<file path="src/rtl/twi_pkg.sv">
package twi_pkg;
  localparam int BYTE_W = 8;
  localparam int CNT_W  = $clog2(BYTE_W);

  typedef enum logic [3:0] {
    ST_IDLE,
    ST_DEV,
    ST_DEV_ACK,
    ST_REG,
    ST_REG_ACK,
    ST_WR,
    ST_WR_ACK,
    ST_RD,
    ST_IGN
  } twi_state_e;
endpackage

</file>
<file path="src/rtl/twi_line_sync.sv">
module twi_line_sync #(
  parameter int   STAGES  = 2,
  parameter logic RST_VAL = 1'b1
) (
  input  logic clk,
  input  logic rst,
  input  logic d,
  output logic q
);
  logic [STAGES-1:0] chain;

  generate
    for (genvar i = 0; i < STAGES; i++) begin : g_stage
      if (i == 0) begin : g_first
        always_ff @(posedge clk) begin
          if (rst) chain[0] <= RST_VAL;
          else     chain[0] <= d;
        end
      end else begin : g_next
        always_ff @(posedge clk) begin
          if (rst) chain[i] <= RST_VAL;
          else     chain[i] <= chain[i-1];
        end
      end
    end
  endgenerate

  assign q = chain[STAGES-1];
endmodule

</file>
<file path="src/rtl/twi_bus_cond.sv">
module twi_bus_cond #(
  parameter int SYNC_STAGES = 2
) (
  input  logic clk,
  input  logic rst,
  input  logic scl_i,
  input  logic sda_i,
  output logic sda_s,
  output logic scl_rise,
  output logic scl_fall,
  output logic bus_start,
  output logic bus_stop
);
  logic scl_s, scl_q, sda_q;

  twi_line_sync #(.STAGES(SYNC_STAGES), .RST_VAL(1'b1)) u_scl_sync (
    .clk(clk), .rst(rst), .d(scl_i), .q(scl_s)
  );
  twi_line_sync #(.STAGES(SYNC_STAGES), .RST_VAL(1'b1)) u_sda_sync (
    .clk(clk), .rst(rst), .d(sda_i), .q(sda_s)
  );

  always_ff @(posedge clk) begin
    if (rst) begin
      scl_q <= 1'b1;
      sda_q <= 1'b1;
    end else begin
      scl_q <= scl_s;
      sda_q <= sda_s;
    end
  end

  assign scl_rise  = scl_s & ~scl_q;
  assign scl_fall  = ~scl_s & scl_q;
  assign bus_start = scl_s & scl_q & sda_q & ~sda_s;
  assign bus_stop  = scl_s & scl_q & ~sda_q & sda_s;

  AST_COND_EXCLUSIVE: assert property (@(posedge clk) disable iff (rst)
    $onehot0({bus_start, bus_stop, scl_rise, scl_fall})) else $error("bus events overlap");
endmodule

</file>
<file path="src/rtl/twi_reg_ptr.sv">
module twi_reg_ptr #(
  parameter int AW = 8
) (
  input  logic          clk,
  input  logic          rst,
  input  logic          ld,
  input  logic [AW-1:0] ld_val,
  input  logic          inc,
  output logic [AW-1:0] ptr
);
  localparam logic [AW-1:0] ONE = {{(AW-1){1'b0}}, 1'b1};

  always_ff @(posedge clk) begin
    if (rst)      ptr <= '0;
    else if (ld)  ptr <= ld_val;
    else if (inc) ptr <= ptr + ONE;
  end

  AST_PTR_HOLD: assert property (@(posedge clk) disable iff (rst)
    (!ld && !inc) |=> $stable(ptr)) else $error("pointer moved");
endmodule

</file>
<file path="src/rtl/twi_slave_ctrl.sv">
module twi_slave_ctrl
  import twi_pkg::*;
#(
  parameter logic [6:0] DEV_ADDR = 7'h3E
) (
  input  logic              clk,
  input  logic              rst,
  input  logic              sda_s,
  input  logic              scl_rise,
  input  logic              scl_fall,
  input  logic              bus_start,
  input  logic              bus_stop,
  input  logic [BYTE_W-1:0] reg_rdata,
  output logic              sda_oe,
  output logic              reg_we,
  output logic [BYTE_W-1:0] reg_wdata,
  output logic              ptr_ld,
  output logic [BYTE_W-1:0] ptr_val,
  output logic              ptr_inc,
  output logic              standby_req
);
  localparam logic [CNT_W-1:0] LAST_BIT = CNT_W'(BYTE_W - 1);
  localparam logic [CNT_W-1:0] CNT_ONE  = CNT_W'(1);

  twi_state_e        state;
  logic [CNT_W-1:0]  cnt;
  logic [BYTE_W-1:0] shreg, tx;
  logic              rw, ack_on, rd_seen;
  logic [BYTE_W-1:0] byte_in;

  assign byte_in = {shreg[BYTE_W-2:0], sda_s};

  always_ff @(posedge clk) begin
    if (rst) begin
      state       <= ST_IDLE;
      cnt         <= '0;
      shreg       <= '0;
      tx          <= '0;
      rw          <= 1'b0;
      ack_on      <= 1'b0;
      rd_seen     <= 1'b0;
      sda_oe      <= 1'b0;
      reg_we      <= 1'b0;
      reg_wdata   <= '0;
      ptr_ld      <= 1'b0;
      ptr_val     <= '0;
      ptr_inc     <= 1'b0;
      standby_req <= 1'b0;
    end else begin
      reg_we      <= 1'b0;
      ptr_ld      <= 1'b0;
      ptr_inc     <= 1'b0;
      standby_req <= 1'b0;
      if (bus_start) begin
        state   <= ST_DEV;
        cnt     <= '0;
        ack_on  <= 1'b0;
        sda_oe  <= 1'b0;
        rd_seen <= 1'b0;
      end else if (bus_stop) begin
        state       <= ST_IDLE;
        ack_on      <= 1'b0;
        sda_oe      <= 1'b0;
        standby_req <= rd_seen;
        rd_seen     <= 1'b0;
      end else begin
        case (state)
          ST_DEV, ST_REG, ST_WR: begin
            if (scl_rise) begin
              shreg <= byte_in;
              cnt   <= cnt + CNT_ONE;
              if (cnt == LAST_BIT) begin
                case (state)
                  ST_DEV: begin
                    if (byte_in[BYTE_W-1:1] == DEV_ADDR) begin
                      state <= ST_DEV_ACK;
                      rw    <= byte_in[0];
                    end else begin
                      state <= ST_IGN;
                    end
                  end
                  ST_REG:  state <= ST_REG_ACK;
                  default: state <= ST_WR_ACK;
                endcase
              end
            end
          end
          ST_DEV_ACK, ST_REG_ACK, ST_WR_ACK: begin
            if (scl_fall) begin
              if (!ack_on) begin
                ack_on <= 1'b1;
                sda_oe <= 1'b1;
                if (state == ST_WR_ACK) begin
                  reg_we    <= 1'b1;
                  reg_wdata <= shreg;
                  ptr_inc   <= 1'b1;
                end
              end else begin
                ack_on <= 1'b0;
                sda_oe <= 1'b0;
                cnt    <= '0;
                case (state)
                  ST_DEV_ACK: begin
                    if (rw) begin
                      tx      <= reg_rdata;
                      sda_oe  <= ~reg_rdata[BYTE_W-1];
                      ptr_inc <= 1'b1;
                      rd_seen <= 1'b1;
                      state   <= ST_RD;
                    end else begin
                      state <= ST_REG;
                    end
                  end
                  ST_REG_ACK: begin
                    ptr_ld  <= 1'b1;
                    ptr_val <= shreg;
                    state   <= ST_WR;
                  end
                  default: state <= ST_IGN;
                endcase
              end
            end
          end
          ST_RD: begin
            if (scl_fall) begin
              if (cnt == LAST_BIT) begin
                sda_oe <= 1'b0;
                state  <= ST_IGN;
              end else begin
                cnt    <= cnt + CNT_ONE;
                tx     <= {tx[BYTE_W-2:0], 1'b0};
                sda_oe <= ~tx[BYTE_W-2];
              end
            end
          end
          default: ;
        endcase
      end
    end
  end

  AST_OE_WHEN_OWNED: assert property (@(posedge clk) disable iff (rst)
    sda_oe |-> (state inside {ST_DEV_ACK, ST_REG_ACK, ST_WR_ACK, ST_RD})) else $error("SDA driven outside slot");
  AST_START_RESTART: assert property (@(posedge clk) disable iff (rst)
    bus_start |=> (state == ST_DEV && cnt == '0 && !sda_oe)) else $error("start did not restart");
  AST_STOP_RELEASE: assert property (@(posedge clk) disable iff (rst)
    bus_stop |=> (state == ST_IDLE && !sda_oe)) else $error("stop did not release");
  AST_SDA_ON_LOW_SCL: assert property (@(posedge clk) disable iff (rst)
    (sda_oe != $past(sda_oe)) |-> ($past(scl_fall) || $past(bus_start) || $past(bus_stop))) else $error("SDA moved off SCL fall");
endmodule

</file>
<file path="src/rtl/twi_reg_slave.sv">
module twi_reg_slave #(
  parameter logic [6:0] DEV_ADDR    = 7'h3E,
  parameter int         SYNC_STAGES = 2
) (
  input  logic       clk,
  input  logic       rst,
  input  logic       scl_i,
  input  logic       sda_i,
  output logic       sda_oe,
  output logic [7:0] reg_addr,
  output logic [7:0] reg_wdata,
  output logic       reg_we,
  input  logic [7:0] reg_rdata,
  output logic       standby_req
);
  import twi_pkg::*;

  logic sda_s, scl_rise, scl_fall, bus_start, bus_stop;
  logic ptr_ld, ptr_inc;
  logic [BYTE_W-1:0] ptr_val;

  twi_bus_cond #(.SYNC_STAGES(SYNC_STAGES)) u_cond (
    .clk(clk), .rst(rst), .scl_i(scl_i), .sda_i(sda_i),
    .sda_s(sda_s), .scl_rise(scl_rise), .scl_fall(scl_fall),
    .bus_start(bus_start), .bus_stop(bus_stop)
  );

  twi_slave_ctrl #(.DEV_ADDR(DEV_ADDR)) u_ctrl (
    .clk(clk), .rst(rst), .sda_s(sda_s), .scl_rise(scl_rise),
    .scl_fall(scl_fall), .bus_start(bus_start), .bus_stop(bus_stop),
    .reg_rdata(reg_rdata), .sda_oe(sda_oe), .reg_we(reg_we),
    .reg_wdata(reg_wdata), .ptr_ld(ptr_ld), .ptr_val(ptr_val),
    .ptr_inc(ptr_inc), .standby_req(standby_req)
  );

  twi_reg_ptr #(.AW(BYTE_W)) u_ptr (
    .clk(clk), .rst(rst), .ld(ptr_ld), .ld_val(ptr_val),
    .inc(ptr_inc), .ptr(reg_addr)
  );

  AST_WE_PULSE: assert property (@(posedge clk) disable iff (rst)
    reg_we |=> !reg_we) else $error("write strobe too long");
  AST_PTR_ADVANCE: assert property (@(posedge clk) disable iff (rst)
    reg_we |=> (reg_addr == $past(reg_addr) + 8'd1)) else $error("pointer not advanced");
  AST_STBY_PULSE: assert property (@(posedge clk) disable iff (rst)
    standby_req |=> !standby_req) else $error("standby too long");
endmodule

</file>
<file path="config.mk">
export PLATFORM = sky130hd
export DESIGN_NAME = twi_reg_slave
export DESIGN_NICKNAME = d
export VERILOG_FILES = /design/src/rtl/twi_pkg.sv /design/src/rtl/twi_line_sync.sv /design/src/rtl/twi_bus_cond.sv /design/src/rtl/twi_reg_ptr.sv /design/src/rtl/twi_slave_ctrl.sv /design/src/rtl/twi_reg_slave.sv
export SDC_FILE = /design/constraint.sdc
export NUM_CORES = 1
export LEC_CHECK = 0
export BUFFER_PORTS_ARGS = -buffer_cell sky130_fd_sc_hd__buf_4
export CAP_MARGIN = 20
export CORE_ASPECT_RATIO = 0.8
export CORE_MARGIN = 2
export CORE_UTILIZATION = 40
export CTS_BUF_LIST = sky130_fd_sc_hd__clkbuf_4 sky130_fd_sc_hd__clkbuf_8 sky130_fd_sc_hd__clkbuf_16
export DETAILED_ROUTE_END_ITERATION = 7
export PLACE_DENSITY = 0.69
export SKIP_CTS_REPAIR_TIMING = 1
export SLEW_MARGIN = 20
export SYNTH_ARGS = -nofsm -noshare
export SYNTH_HDL_FRONTEND = slang
export SYNTH_SLANG_ARGS = --single-unit
</file>
<file path="constraint.sdc">
create_clock -name clk -period 2.63 [get_ports clk]
set_input_delay 0.526 -clock clk [delete_from_list [all_inputs] [get_ports clk]]
set_output_delay 0.526 -clock clk [all_outputs]
set_load 0.01 [all_outputs]
</file>
Word-level counts from Yosys, hierarchy flattened
Index checks and enable logic that the tools add are counted.
Word-level totals
  flip-flop bits (word level): 60
  bits of input ports: 12
  output and inout bits: 19
  logic and storage cells: 130
Cells by class
  add/sub/neg operators: 2
  equal/unequal tests: 24
  muxes and demuxes: 41
  bitwise logic cells: 18
  reductions and logical operators: 23
Operators with widths (count)
  7-bit 2-to-1 mux: 6
  4-bit 2-to-1 mux: 7
  7-bit AND reduction: 4
  3-bit 2-to-1 mux: 6
  4-bit by 3-bit equality test with 1-bit output, second input constant: 4
  8-bit 2-to-1 mux: 2
  4-bit one-hot mux with 2 select lines: 2
  1-bit 2-to-1 mux: 14
  7-bit one-hot mux with 2 select lines: 1
  4-bit by 3-bit inequality test with 1-bit output, second input constant: 3
  4-bit inequality test, second input constant: 3
  4-bit one-hot mux with 3 select lines: 1
  6-bit AND reduction: 2
  3-bit OR reduction: 4
  6-bit OR reduction: 2
  1-bit inverter: 11
  2-bit by 1-bit inequality test with 1-bit output, second input constant: 5
  3-bit one-hot mux with 3 select lines: 1
  9-bit AND reduction: 1
  8-bit by 1-bit adder with 8-bit output, second input constant: 1
  4-bit by 2-bit equality test with 1-bit output, second input constant: 2
  2-bit inequality test, second input constant: 4
  1-bit AND: 7
  7-bit by 6-bit equality test with 1-bit output, second input constant: 1
  other kinds (13): 14

Longest topological paths before layout
Gate-level depths: netlist of the first run.
  word-level depth: 8
  gate-level depth with buffers: 7
  mapped depth without buffers: 7

By module
From an unflattened synthesis of the first run, not the netlist that was laid out.
Second synthesis, totals
  cell total of the unflattened synthesis: 307
  area total of the unflattened synthesis: 2830.2 um2
Modules (own cells, without submodules)
  twi_slave_ctrl: instances 1, cells each 238, area each 2175.8 um2, seq. area each 920.9 um2
  twi_reg_ptr: instances 1, cells each 53, area each 464.2 um2, seq. area each 160.2 um2
  twi_line_sync: instances 2, cells each 4, area each 52.6 um2, seq. area each 40.0 um2
  twi_bus_cond: instances 1, cells each 8, area each 85.1 um2, seq. area each 40.0 um2

Worst setup path before layout of the first run
Ideal clock, no wire load.
  path type: register to register
  from: register u_ctrl.state[3]
  to: register u_ctrl.ptr_val[1]
  library setup time: 0.128 ns
  arrival time: 1.556 ns
  data required time: 2.502 ns
  slack: 0.947 ns
  cell stages (with the launch flop): 7
  buffers on the path: 1
  clock period less this slack: 1.683 ns
  cells stage by stage: dfxtp_1 or2_1 or2_1 buf_6 nor3_4 mux2i_1 nor2_1
Between the ends
  longest elaborated chain between the ends: 3
  elaborated cells between the ends (all ways): 5
  classes of those cells: eq/ne (3); reduce/logical (2)
Ends and longest elaborated chain
  from (decl): RTL line twi_slave_ctrl.sv:25  | twi_state_e state;
  from (signal assigned): RTL line twi_slave_ctrl.sv:35  | state <= ST_IDLE;
  from (signal assigned): RTL line twi_slave_ctrl.sv:55  | state <= ST_DEV;
  from (signal assigned): RTL line twi_slave_ctrl.sv:61  | state <= ST_IDLE;
  4-bit by 2-bit equality test with 1-bit output (tied with other cells): RTL line twi_slave_ctrl.sv:67  | case (state)
  3-bit OR reduction: RTL line twi_slave_ctrl.sv:67
  6-bit AND reduction (no line) (*)
  to (signal assigned): RTL line twi_slave_ctrl.sv:116  | ptr_val <= shreg;
  to (decl): RTL line twi_slave_ctrl.sv:18  | output logic [BYTE_W-1:0] ptr_val,
Mark *: on every way between the ends. The rest lies on a longest branch, timed or not.
A chain may end at the register's enable or synchronous reset.

Final worst setup path of the first run
  from: register u_ctrl.state[2]
  to: register u_ctrl.tx[5]
Between the ends
  longest elaborated chain between the ends: 4
  elaborated cells between the ends (all ways): 14
  classes of those cells: eq/ne (10); mux (1); reduce/logical (3)
Ends and longest elaborated chain
  4-bit by 2-bit equality test with 1-bit output or 4-bit by 3-bit equality test with 1-bit output (tied branches): RTL line twi_slave_ctrl.sv:67, twi_slave_ctrl.sv:102
  3-bit OR reduction: RTL line twi_slave_ctrl.sv:67
  2-bit by 1-bit inequality test with 1-bit output (no line) (tied with other cells)
  9-bit AND reduction (no line)
  to (signal assigned): RTL line twi_slave_ctrl.sv:105  | tx <= reg_rdata;
  to (signal assigned): RTL line twi_slave_ctrl.sv:131  | tx <= {tx[BYTE_W-2:0], 1'b0};
  to (decl): RTL line twi_slave_ctrl.sv:27  | logic [BYTE_W-1:0] shreg, tx;
Several ways; a longest one is shown, not always the timed one.

==> metrics.md, run 1 <==
| Metric | Value |
|---|---|
| Status | `finished, final reports clean` |
| Most used flip-flop cell after synthesis | `dfxtp_1` |
| Worst R2R Setup Slack | `0.45 ns` |
| Drt total wl | `5285 um` |
| Core Area | `0.006409 sq mm` |
| CP Capture Type | `register` |
| Gr ovfl total | `0` |
| Root Buffer | `clkbuf_8` |
| Initial antenna violation count | `0` |
| Critical hold path startpoint | `sda_i` |
| Worst r2r src | `u_ctrl.state[2]$_SDFFE_PP0P_` |
| Synth-to-Final Area Change | `16.35%` |
| H-tree Lvls | `3` |
| Synthesized net count | `305` |
| Largest net degree at the start of global routing | `52` |
| Critical-path cell list | `nand2_1, a211oi_1, nand4b_1, mux2i_1, nor2_1` |
| Worst-Skew Late Latency | `0.34 ns` |
| DP Wirelength | `3635 um` |
| Min Clock Period, post-route | `2.176 ns` |
| Ant. Diodes | `0` |
| Synth Area in Simple Gates | `21.32%` |
| Rel. slew slack | `64.69%` |
| Die width | `95.35 um` |
| Synth area leaders | `dfxtp_1 45%, mux2i_1 13%, nor2_1 7.3%, a21oi_1 2.6%, xor2_1 2.6%` |
| CTS Sinks | `60` |
| Power density over cell area | `535.2 mW/mm^2` |
| Setup violators final | `0` |
| Crit path largest cell delay | `0.61 ns` |
| Final Hold Viols | `0` |
| Share of layout cells above drive strength 1 | `20.25%` |
| Clock Pin Slew Worst Setup and Hold Paths | `0.07 ns` |
| Max Fclk | `459.5 MHz` |
| Post-synth top area share | `44.99%` |
| FP Rows | `26` |
| 1st-iter DRT viols | `148` |
| Number of fill cells | `593` |
| Synth cell types | `42` |
| Final cell count without fillers | `405` |
| CP Launch Type | `register` |
| Ys Warns | `0` |
| Max clock buf depth | `2` |
| Ys async rst share | `0%` |
| HP Class | `in -> reg` |
| Reg2reg end | `u_ctrl.tx[5]$_SDFFE_PP0P_` |
| Hold endpoint | `u_cond.u_sda_sync.chain[0]$_SDFF_PP1_` |
| CP Class | `reg -> reg` |
| Final Max Tran Viols | `0` |
| 1st-pass router iterations | `5` |
| LEAKAGE | `1.270 nW` |
| ANT nets after route | `0` |
| FF-to-FF path depth | `5` |
| Die Area | `0.007349 sq mm` |
| Initial Util | `41.66%` |
| Avg Inst Size Synth | `9.207 sq um` |
| Yosys top cell by area | `dfxtp_1` |
| Num CTS Buffers | `9` |
| Number of synthesized flops with an enable pin | `0` |
| Multiplexer share of the synthesized area | `15.65%` |
| Area occupied by multi-input gates | `0.001380 sq mm` |
| Slowest CP cell | `dfxtp_1` |
| Via count | `2056` |
| Synth Instances | `290` |
| Placed cell count | `390` |
| CP arrival | `2.39 ns` |
| Largest family of logic cells by synthesized area | `simple AND/OR/NAND/NOR gates` |
| # nets final | `332` |
| CTS tree | `done` |
| Register area | `0.001201 sq mm` |
| Worst vdd ir | `0.0003354 V` |
| Xor/xnor share of the synthesized area | `2.952%` |
| Vias in the first global route | `1990` |
| Least-Margin Pin Slew | `0.5280 ns` |
| Synthesized cell area | `0.002670 sq mm` |
| Synth Area in Adders | `1.406%` |
| Total track usage | `16.44%` |
| Vias/cell | `5.077` |
| DRC viols | `0` |
| Wirelength per Cell | `13.05 um` |
| Setup TNS | `0 ns` |
| Die height | `77.08 um` |
| Max-cap violations | `0` |
| RePlAce Congestion | `0.8927` |
| IO buf count | `30` |
| Final period utilization | `82.74%` |
| Final setup skew | `0.008119 ns` |
| RSZ-0062 raised after global routing | `false` |
| Final WS setup | `0.4539 ns` |
| Hold path cells | `2` |
| Count of state elements after synthesis | `60` |
| Global-route wire length before repair | `9425 um` |
| Worst path required time | `2.85 ns` |
| Crit Path Max Fanout | `15` |
| Post-synthesis sequential area ratio | `44.99%` |
| Pre-CTS WS | `0.5152 ns` |
| Post-synthesis compound-gate area fraction | `10.36%` |
| Io pins | `31` |
-- routing by layer --
metal,global-route usage (%),wire [um],vias to the layer above
li1,-,-,1062
met1,22.62,2692,944
met2,23.38,2268,43
met5,0,0,-
met4,6.232,68,0
met3,5.894,254,7
-- cell usage in the layout, fill, tap and decap left out, drive strengths merged, types with 5 or more instances in the layout --
cell type / synthesis / routed
dfxtp: 60 / 60
nor2: 52 / 52
mux2i: 35 / 35
buf: 6 / 33
a21oi: 15 / 15
nand2: 14 / 14
o21ai: 10 / 10
clkbuf: 11 / 10
or2: 10 / 10
nand3: 9 / 9
xor2: 8 / 8
mux2: 6 / 6
nor2b: 5 / 5
nor3: 5 / 5
-- per-stage QoR --
step                      area, sq um  power (mW)  utilization, %  hold WS (ns)
final                            3107       1.663           48.48        0.3659
after floorplan                  2670      0.9690               -        0.3895
after global placement           2945      0.9870           45.96        0.3914
after CTS                        3107       1.686           48.48        0.3538
after detailed placement         2945      0.9875           45.96        0.3968
after global routing             3107       1.726           48.48        0.3511
-- power breakdown --
| part | total, mW | internal, mW | leakage [nW] | switching, mW |
|---|---|---|---|---|
| Clock | 0.695 | 0.341 | 0.0813 | 0.355 |
| Sequential | 0.917 | 0.913 | 0.484 | 0.00428 |
| Combinational | 0.0504 | 0.0229 | 0.705 | 0.0276 |
| Total | 1.66 | 1.28 | 1.27 | 0.386 |
-- flip-flops by register name, summed over array words and instances (netlist names), 3 cells and up --
name / count
u_ctrl.cnt: 3
u_ctrl.state: 4
u_ctrl.ptr_val: 8
u_ptr.ptr: 8
u_ctrl.reg_wdata: 8
u_ctrl.tx: 7
u_ctrl.shreg: 8
-- critical path: cells and delay by family (launching register included) --
family             cells  cell delay (ns)
and+or+nand+nor        3             0.77
DFF                    1             0.61
AOI/OAI and AO/OA      1             0.36
muxes                  1             0.30
-- cell type report --
| class | instances | share of cell area [%] |
|---|---|---|
| multi-input combinational | 210 | 44.42 |
| sequential | 60 | 38.66 |
| timing repair buffer | 33 | 7.974 |
| clock buffer | 10 | 4.229 |
| tap | 84 | 3.383 |
| clock inverter | 5 | 0.9666 |
| inverter | 3 | 0.3625 |
-- cell usage after synthesis (3+ instances only) --
cell       n
nor3_1     4
or2_1      3
nand4b_1   3
ha_1       3
nand3_1    9
nor2b_1    5
o21ai_0   10
nand4_1    4
nand2b_1   3
mux2i_1   35
or2_2      7
mux2_2     6
buf_2      5
a211oi_1   4
dfxtp_1   60
nand2_1   14
inv_1      3
clkbuf_1  11
xor2_1     8
a21oi_1   14
nor2_1    52
-- cells by family after synthesis --
group,after synthesis
simple gates,115
flops,60
compound gates,42
mux,41
buf+inv,20
xor+xnor,9
fa+ha+maj,3
-- worst max-delay path by stage --
stage / from / end / slack [ns]
after global routing: u_ctrl.state[2]$_SDFFE_PP0P_ / u_ctrl.tx[5]$_SDFFE_PP0P_ / 0.23
after floorplan: u_ctrl.state[3]$_SDFFE_PP0P_ / u_ctrl.ptr_val[1]$_SDFFE_PP0P_ / 0.95
after detailed placement: u_ctrl.state[2]$_SDFFE_PP0P_ / u_ctrl.tx[0]$_SDFFE_PP0P_ / 0.52
final: u_ctrl.state[2]$_SDFFE_PP0P_ / u_ctrl.tx[5]$_SDFFE_PP0P_ / 0.45
after CTS: u_ctrl.state[2]$_SDFFE_PP0P_ / u_ctrl.tx[5]$_SDFFE_PP0P_ / 0.48
after global placement: u_ctrl.state[2]$_SDFFE_PP0P_ / u_ctrl.tx[1]$_SDFFE_PP0P_ / 0.60
Power figures use the tool's default switching activity.
==> run 2: changes to the inputs <==
ABC_AREA = 1   (was default)
PLACE_DENSITY = 0.72   (was 0.69)
clock period = 1.95 ns   (was 2.63 ns; I/O delays follow)
==> metrics.md, run 2 <==
| Metric | Value |
|---|---|
| Crit Path Max Fanout | `10 (was 15)` |
| Min Clock Period, post-route | `1.589 ns (was 2.176 ns)` |
| Final Max Tran Viols | `0 (unchanged)` |
| Share of layout cells above drive strength 1 | `17.53% (was 20.25%)` |
| Crit path buffers/inverters | `2 (was 0)` |
| Final period utilization | `81.51% (was 82.74%)` |
| Number of synthesized flops with an enable pin | `0 (unchanged)` |
| DP Wirelength | `4019 um (was 3635 um)` |
| Vias in the first global route | `2039 (was 1990)` |
| Critical path's top delay family | `simple AND/OR/NAND/NOR gates (unchanged)` |
| CP Capture Type | `register (unchanged)` |
| Global-route wire length before repair | `9729 um (was 9425 um)` |
| Critical path depth in cells | `8 (was 5)` |
| CTS Sinks | `60 (unchanged)` |
| Num CTS Buffers | `9 (unchanged)` |
| Hold path cells | `2 (unchanged)` |
| 1st-iter DRT viols | `164 (was 148)` |
| Worst R2R Setup Slack | `0.36 ns (was 0.45 ns)` |
| Gr ovfl total | `0 (unchanged)` |
| Synth Instances | `364 (was 290)` |
| # nets final | `415 (was 332)` |
| Rel. slew slack | `77.02% (was 64.69%)` |
| Synthesized cell area | `0.002636 sq mm (was 0.002670 sq mm)` |
| Most used cell, CP | `inv_2` |
| H-tree Lvls | `3 (unchanged)` |
| Met3 wire len | `471 um (was 254 um)` |
| Ys Warns | `0 (unchanged)` |
| CTS tree | `done (unchanged)` |
| Synth-to-Final Area Change | `21.69% (was 16.35%)` |
| Vias/cell | `4.818 (was 5.077)` |
| Status | `finished, final reports clean (unchanged)` |
| Initial antenna violation count | `0 (unchanged)` |
| Via count | `2356 (was 2056)` |
| RePlAce Congestion | `0.9406 (was 0.8927)` |
| Top post-synthesis cells by count | `79 x nor2_1, 75 x nand2_1, 60 x dfxtp_1, 34 x o21ai_0, 25 x inv_1 (was 60 x dfxtp_1, 52 x nor2_1, 35 x mux2i_1, 14 x a21oi_1, 14 x nand2_1)` |
| Commonest cells after routing, fill and taps aside | `79 x nor2_1, 75 x nand2_1, 60 x dfxtp_1 (was 60 x dfxtp_1, 52 x nor2_1, 35 x mux2i_1)` |
| CP Class | `reg -> reg (unchanged)` |
| Largest net degree at the start of global routing | `42 (was 52)` |
| Count of state elements after synthesis | `60 (unchanged)` |
| Core Area | `0.006376 sq mm (was 0.006409 sq mm)` |
| Drt total wl | `5664 um (was 5285 um)` |
| ANT nets after route | `0 (unchanged)` |
| Max Fclk | `629.2 MHz (was 459.5 MHz)` |
| Total track usage | `17.13% (was 16.44%)` |
| Setup violators final | `0 (unchanged)` |
| Total power | `3.784 mW (was 1.663 mW)` |
| Io pins | `31 (unchanged)` |
| Worst setup path endpoint | `u_ctrl.rw$_SDFFE_PP0P_ (was u_ctrl.tx[5]$_SDFFE_PP0P_)` |
| Count leader, synth | `nor2_1 (was dfxtp_1)` |
| Critical-path cell list | `inv_2, nand2_2, nor2_1, nand2_1, inv_2, nand3_1, o21ai_0, a21oi_1 (was nand2_1, a211oi_1, nand4b_1, mux2i_1, nor2_1)` |
| Least-Margin Pin Slew | `0.3447 ns (was 0.5280 ns)` |
| Worst path required time | `2.18 ns (was 2.85 ns)` |
| Post-DP Area | `0.002954 sq mm (was 0.002945 sq mm)` |
| HP Class | `in -> reg (unchanged)` |
| DRC viols | `0 (unchanged)` |
| LEAKAGE | `1.483 nW (was 1.270 nW)` |
| Synth cell types | `32 (was 42)` |
| Die width | `94.77 um (was 95.35 um)` |
| Slowest CP cell | `dfxtp_1 (unchanged)` |
| Worst r2r src | `u_ctrl.state[3]$_SDFFE_PP0P_ (was u_ctrl.state[2]$_SDFFE_PP0P_)` |
| Setup TNS | `0 ns (unchanged)` |
| 1st-pass router iterations | `5 (unchanged)` |
| Met2 routed WL | `2345 um (was 2268 um)` |
| Root Buffer | `clkbuf_8 (unchanged)` |
| Die height | `76.61 um (was 77.08 um)` |
| FF-to-FF path depth | `8 (was 5)` |
| CP arrival | `1.82 ns (was 2.39 ns)` |
| Ys async rst share | `0% (unchanged)` |
| Worst-Skew Late Latency | `0.34 ns (about the same)` |
| Ant. Diodes | `0 (unchanged)` |
| Max-cap violations | `0 (unchanged)` |
| Max clock buf depth | `2 (unchanged)` |
| Post-synth top area share | `45.56% (was 44.99%)` |
| Die Area | `0.007260 sq mm (was 0.007349 sq mm)` |
| Post-synthesis sequential area ratio | `45.56% (was 44.99%)` |
| Wirelength per Cell | `11.58 um (was 13.05 um)` |
| RSZ-0062 raised after global routing | `false (unchanged)` |
| Initial Util | `41.35% (was 41.66%)` |
| Most used flip-flop cell after synthesis | `dfxtp_1 (unchanged)` |
| Crit path largest cell delay | `0.36 ns (was 0.61 ns)` |
| Final Cell Area | `0.003208 sq mm (was 0.003107 sq mm)` |
| IO buf count | `30 (unchanged)` |
| Clock Pin Slew Worst Setup and Hold Paths | `0.07 ns (about the same)` |
| Routed length on met1 | `2777 um (was 2692 um)` |
| Synth area leaders | `dfxtp_1 46%, nor2_1 11%, nand2_1 11%, o21ai_0 6.5%, a21oi_1 3.8% (was dfxtp_1 45%, mux2i_1 13%, nor2_1 7.3%, a21oi_1 2.6%, xor2_1 2.6%)` |
| Synthesized net count | `379 (was 305)` |
| Yosys top cell by area | `dfxtp_1 (unchanged)` |
| Power density over cell area | `1180 mW/mm^2 (was 535.2 mW/mm^2)` |
| Avg Inst Size Synth | `7.243 sq um (was 9.207 sq um)` |
| Most common cell after layout, fill and taps aside | `nor2_1 (was dfxtp_1)` |
| Top routing layer used | `met4 (unchanged)` |
| Final Hold Viols | `0 (unchanged)` |
| FP Rows | `26 (unchanged)` |
| Final setup skew | `0.005385 ns (was 0.008119 ns)` |
| CP Launch Type | `register (unchanged)` |
| Reg2reg end | `u_ctrl.rw$_SDFFE_PP0P_ (was u_ctrl.tx[5]$_SDFFE_PP0P_)` |
| Worst vdd ir | `0.0004751 V (was 0.0003354 V)` |
| Crit. Startpoint | `u_ctrl.state[3]$_SDFFE_PP0P_ (was u_ctrl.state[2]$_SDFFE_PP0P_)` |
## run 2: worst min-delay path by stage
stage | start | to | slack, ns
final | sda_i | u_cond.u_sda_sync.chain[0]$_SDFF_PP1_ | 0.23
after global routing | sda_i | u_cond.u_sda_sync.chain[0]$_SDFF_PP1_ | 0.22
after CTS | sda_i | u_cond.u_sda_sync.chain[0]$_SDFF_PP1_ | 0.22
after detailed placement | u_cond.u_scl_sync.chain[0]$_SDFF_PP1_ | u_cond.u_scl_sync.q$_SDFF_PP1_ | 0.40
after global placement | u_cond.u_scl_sync.chain[0]$_SDFF_PP1_ | u_cond.u_scl_sync.q$_SDFF_PP1_ | 0.39
after floorplan | u_cond.u_scl_sync.chain[0]$_SDFF_PP1_ | u_cond.u_scl_sync.q$_SDFF_PP1_ | 0.39
## run 2: power breakdown
part           switching [mW]  total, mW  internal [mW]
logic                   0.618      0.958          0.340
clock network           0.480       1.41          0.931
registers              0.0974       1.41           1.32
## run 2: stage by stage
stage | hold WS (ns) | utilization, % | cells | setup slack, ns
2_1_floorplan | 0.3895 | - | 364 | 0.5795
3_3_place_gp | 0.3920 | 46.33 | 473 | 0.4068
3_5_place_dp | 0.3952 | 46.33 | 473 | 0.3928
4_1_cts | 0.2165 | 50.31 | 489 | 0.3760
5_1_grt | 0.2158 | 50.31 | 489 | 0.1680
6_report | 0.2309 | 50.31 | 489 | 0.3606
## run 2: final cells by class
class | instances | area (sq um)
Clock buffer | 12 | 158.9
Inverter | 31 | 123.9
Clock inverter | 4 | 95.09
Fill cell | 646 | 3168
Timing Repair Buffer | 32 | 240.2
Sequential cell | 60 | 1201
Tap cell | 84 | 105.1
Multi-Input combinational cell | 266 | 1284
## run 2: cells by family (layout without fill, tap and decap cells)
family          Yosys count  in the layout  synth area share (%)
buf+inv                  38             79                 5.743
simple gates            189            189                 31.66
fa+ha+maj                 3              3                 1.424
xor+xnor                  6              6                 1.994
compound gates           68             68                 13.62
flops                    60             60                 45.56
## run 2: metal layers
layer,up-vias,global-route usage [%]
li1,1235,-
met1,1041,24.89
met2,73,23.40
met3,7,6.034
met4,0,5.652
met5,-,0
==> run 3: changes to the inputs <==
ABC_AREA = 0   (was 1)
PLACE_DENSITY = 0.71   (was 0.72)
clock period = 1.4 ns   (was 1.95 ns; I/O delays follow)
==> metrics.md, run 3 (same netlist as run 1, synthesis figures left out) <==
| Metric | Value |
|---|---|
| Status | `finished with violations (was finished, final reports clean)` |
| Violated checks | `negative setup slack` |
| Worst path required time | `1.62 ns (was 2.18 ns)` |
| Worst vdd ir | `0.0006909 V (was 0.0004751 V)` |
| Final WS setup | `-0.2569 ns (was 0.3606 ns)` |
| Worst r2r src | `u_ctrl.state[0]$_SDFFE_PP0P_ (was u_ctrl.state[3]$_SDFFE_PP0P_)` |
| CTS tree | `done (unchanged)` |
| Commonest cells after routing, fill and taps aside | `80 x buf_4, 49 x nor2_1, 49 x dfxtp_1 (was 79 x nor2_1, 75 x nand2_1, 60 x dfxtp_1)` |
| DRC viols | `0 (unchanged)` |
| FF-to-FF path depth | `7 (was 8)` |
| Worst-Skew Late Latency | `0.34 ns (about the same)` |
| Initial Util | `41.66% (was 41.35%)` |
| Largest net degree at the start of global routing | `27 (was 42)` |
| H-tree Lvls | `3 (unchanged)` |
| Share of layout cells above drive strength 1 | `43.39% (was 17.53%)` |
| 1st-pass router iterations | `4 (was 5)` |
| RSZ-0062 raised after global routing | `true (was false)` |
| Wirelength per Cell | `14.64 um (was 11.58 um)` |
| FP Rows | `26 (unchanged)` |
| Hold path cells | `2 (unchanged)` |
| Post-DP Area | `0.003332 sq mm (was 0.002954 sq mm)` |
| Rel. slew slack | `68.40% (was 77.02%)` |
| Root Buffer | `clkbuf_8 (unchanged)` |
| Power density over cell area | `915.9 mW/mm^2 (was 1180 mW/mm^2)` |
| # nets final | `389 (was 415)` |
| Setup violators final | `34 (was 0)` |
| Final Cell Area | `0.003850 sq mm (was 0.003208 sq mm)` |
| Die Area | `0.007349 sq mm (was 0.007260 sq mm)` |
| Most common cell after layout, fill and taps aside | `buf_4 (was nor2_1)` |
| Final Max Tran Viols | `0 (unchanged)` |
| HP Class | `in -> reg (unchanged)` |
| Crit Path Max Fanout | `8 (was 10)` |
| Gr ovfl total | `0 (unchanged)` |
| Reg2reg end | `u_ctrl.ptr_val[5]$_SDFFE_PP0P_ (was u_ctrl.rw$_SDFFE_PP0P_)` |
| ANT nets after route | `0 (unchanged)` |
| Min Clock Period, post-route | `1.657 ns (was 1.589 ns)` |
| LEAKAGE | `1.630 nW (was 1.483 nW)` |
| Max clock buf depth | `2 (unchanged)` |
| Initial antenna violation count | `0 (unchanged)` |
| CP Launch Type | `register (unchanged)` |
| Die height | `77.08 um (was 76.61 um)` |
| Final period utilization | `118.4% (was 81.51%)` |
| Critical hold path startpoint | `scl_i (was sda_i)` |
| Ant. Diodes | `0 (unchanged)` |
| Final setup skew | `0.007209 ns (was 0.005385 ns)` |
| Vias in the first global route | `2251 (was 2039)` |
| Io pins | `31 (unchanged)` |
| Worst R2R Setup Slack | `-0.26 ns (was 0.36 ns)` |
| 1st-iter DRT viols | `144 (was 164)` |
| IO buf count | `30 (unchanged)` |
| CP Class | `reg -> reg (unchanged)` |
| Placed cell count | `439 (was 473)` |
| CP Capture Type | `register (unchanged)` |
| Die width | `95.35 um (was 94.77 um)` |
| Num CTS Buffers | `9 (unchanged)` |
| Total track usage | `18.35% (was 17.13%)` |
| Pre-CTS WS | `-0.3695 ns (was 0.3928 ns)` |
| DP Wirelength | `4446 um (was 4019 um)` |
| Synth-to-Final Area Change | `44.19% (was 21.69%)` |
| Hold endpoint | `u_cond.u_scl_sync.chain[0]$_SDFF_PP1_ (was u_cond.u_sda_sync.chain[0]$_SDFF_PP1_)` |
| Vias/cell | `5.156 (was 4.818)` |
| RePlAce Congestion | `0.9176 (was 0.9406)` |
| Max Fclk | `603.5 MHz (was 629.2 MHz)` |
| Clock Pin Slew Worst Setup and Hold Paths | `0.07 ns (about the same)` |
| Least-Margin Pin Slew | `0.4731 ns (was 0.3447 ns)` |
| Final cell count without fillers | `462 (was 489)` |
| Drt total wl | `6764 um (was 5664 um)` |
| CTS Sinks | `60 (unchanged)` |
| Max-cap violations | `0 (unchanged)` |
| CP arrival | `1.88 ns (was 1.82 ns)` |
| Final Hold Viols | `0 (unchanged)` |
| Global-route wire length before repair | `10410 um (was 9729 um)` |
| Core Area | `0.006409 sq mm (was 0.006376 sq mm)` |
| Via count | `2382 (was 2356)` |
| Total power | `3.526 mW (was 3.784 mW)` |
run 3: layout make-up:
type / count / area, sq um
Timing Repair Buffer: 90 / 719.4
Multi-Input combinational cell: 210 / 1585
Fill cell: 524 / 2559
Sequential cell: 60 / 1220
Inverter: 3 / 11.26
Clock inverter: 5 / 77.57
Tap cell: 84 / 105.1
Clock buffer: 10 / 131.4
run 3: power breakdown:
part	leakage, nW	switching, mW	internal, mW
combinational	1.04	0.0694	0.0725
clock	0.106	0.661	1.01
sequential	0.489	0.00685	1.71
run 3: metrics by stage:
| step | utilization, % | hold slack [ns] | setup TNS (ns) |
|---|---|---|---|
| final | 60.07 | 0.1300 | -6.658 |
| after global placement | 51.99 | 0.3921 | -9.462 |
| after floorplan | - | 0.3838 | -5.414 |
| after global routing | 60.07 | 0.1178 | -9.071 |
| after CTS | 55.25 | 0.1070 | -10.89 |
| after detailed placement | 51.99 | 0.3980 | -10.14 |
run 3: metal layers:
layer  global-route usage [%]  part of all wire [%]  vias to the layer above
met5                        0                     0                        -
met4                    6.812                  0.75                        0
met3                    6.876                   6.1                        4
met2                    26.20                    47                       58
met1                    25.02                    47                     1140
li1                         -                     -                     1180
run 3: worst max-delay path by stage:
stage | from | endpoint | slack [ns] | cells past startpoint
5_1_grt | u_ctrl.state[0]$_SDFFE_PP0P_ | u_ctrl.ptr_val[1]$_SDFFE_PP0P_ | -0.33 | 7
3_5_place_dp | u_ctrl.state[0]$_SDFFE_PP0P_ | u_ctrl.tx[4]$_SDFFE_PP0P_ | -0.37 | 7
2_1_floorplan | u_ctrl.state[3]$_SDFFE_PP0P_ | u_ctrl.ptr_val[1]$_SDFFE_PP0P_ | -0.23 | 6
4_1_cts | u_ctrl.state[0]$_SDFFE_PP0P_ | u_ctrl.tx[3]$_SDFFE_PP0P_ | -0.39 | 7
3_3_place_gp | u_ctrl.state[0]$_SDFFE_PP0P_ | u_ctrl.tx[0]$_SDFFE_PP0P_ | -0.35 | 7
6_report | u_ctrl.state[0]$_SDFFE_PP0P_ | u_ctrl.ptr_val[5]$_SDFFE_PP0P_ | -0.26 | 7
run 3: worst max-delay path, stage by stage (launching register included):
cell and delay [ns]:
dfxtp_4 0.37, or2_4 0.24, or2_4 0.26, buf_6 0.13, nor3_4 0.14, buf_12 0.16
mux2i_1 0.19, nor2_1 0.05
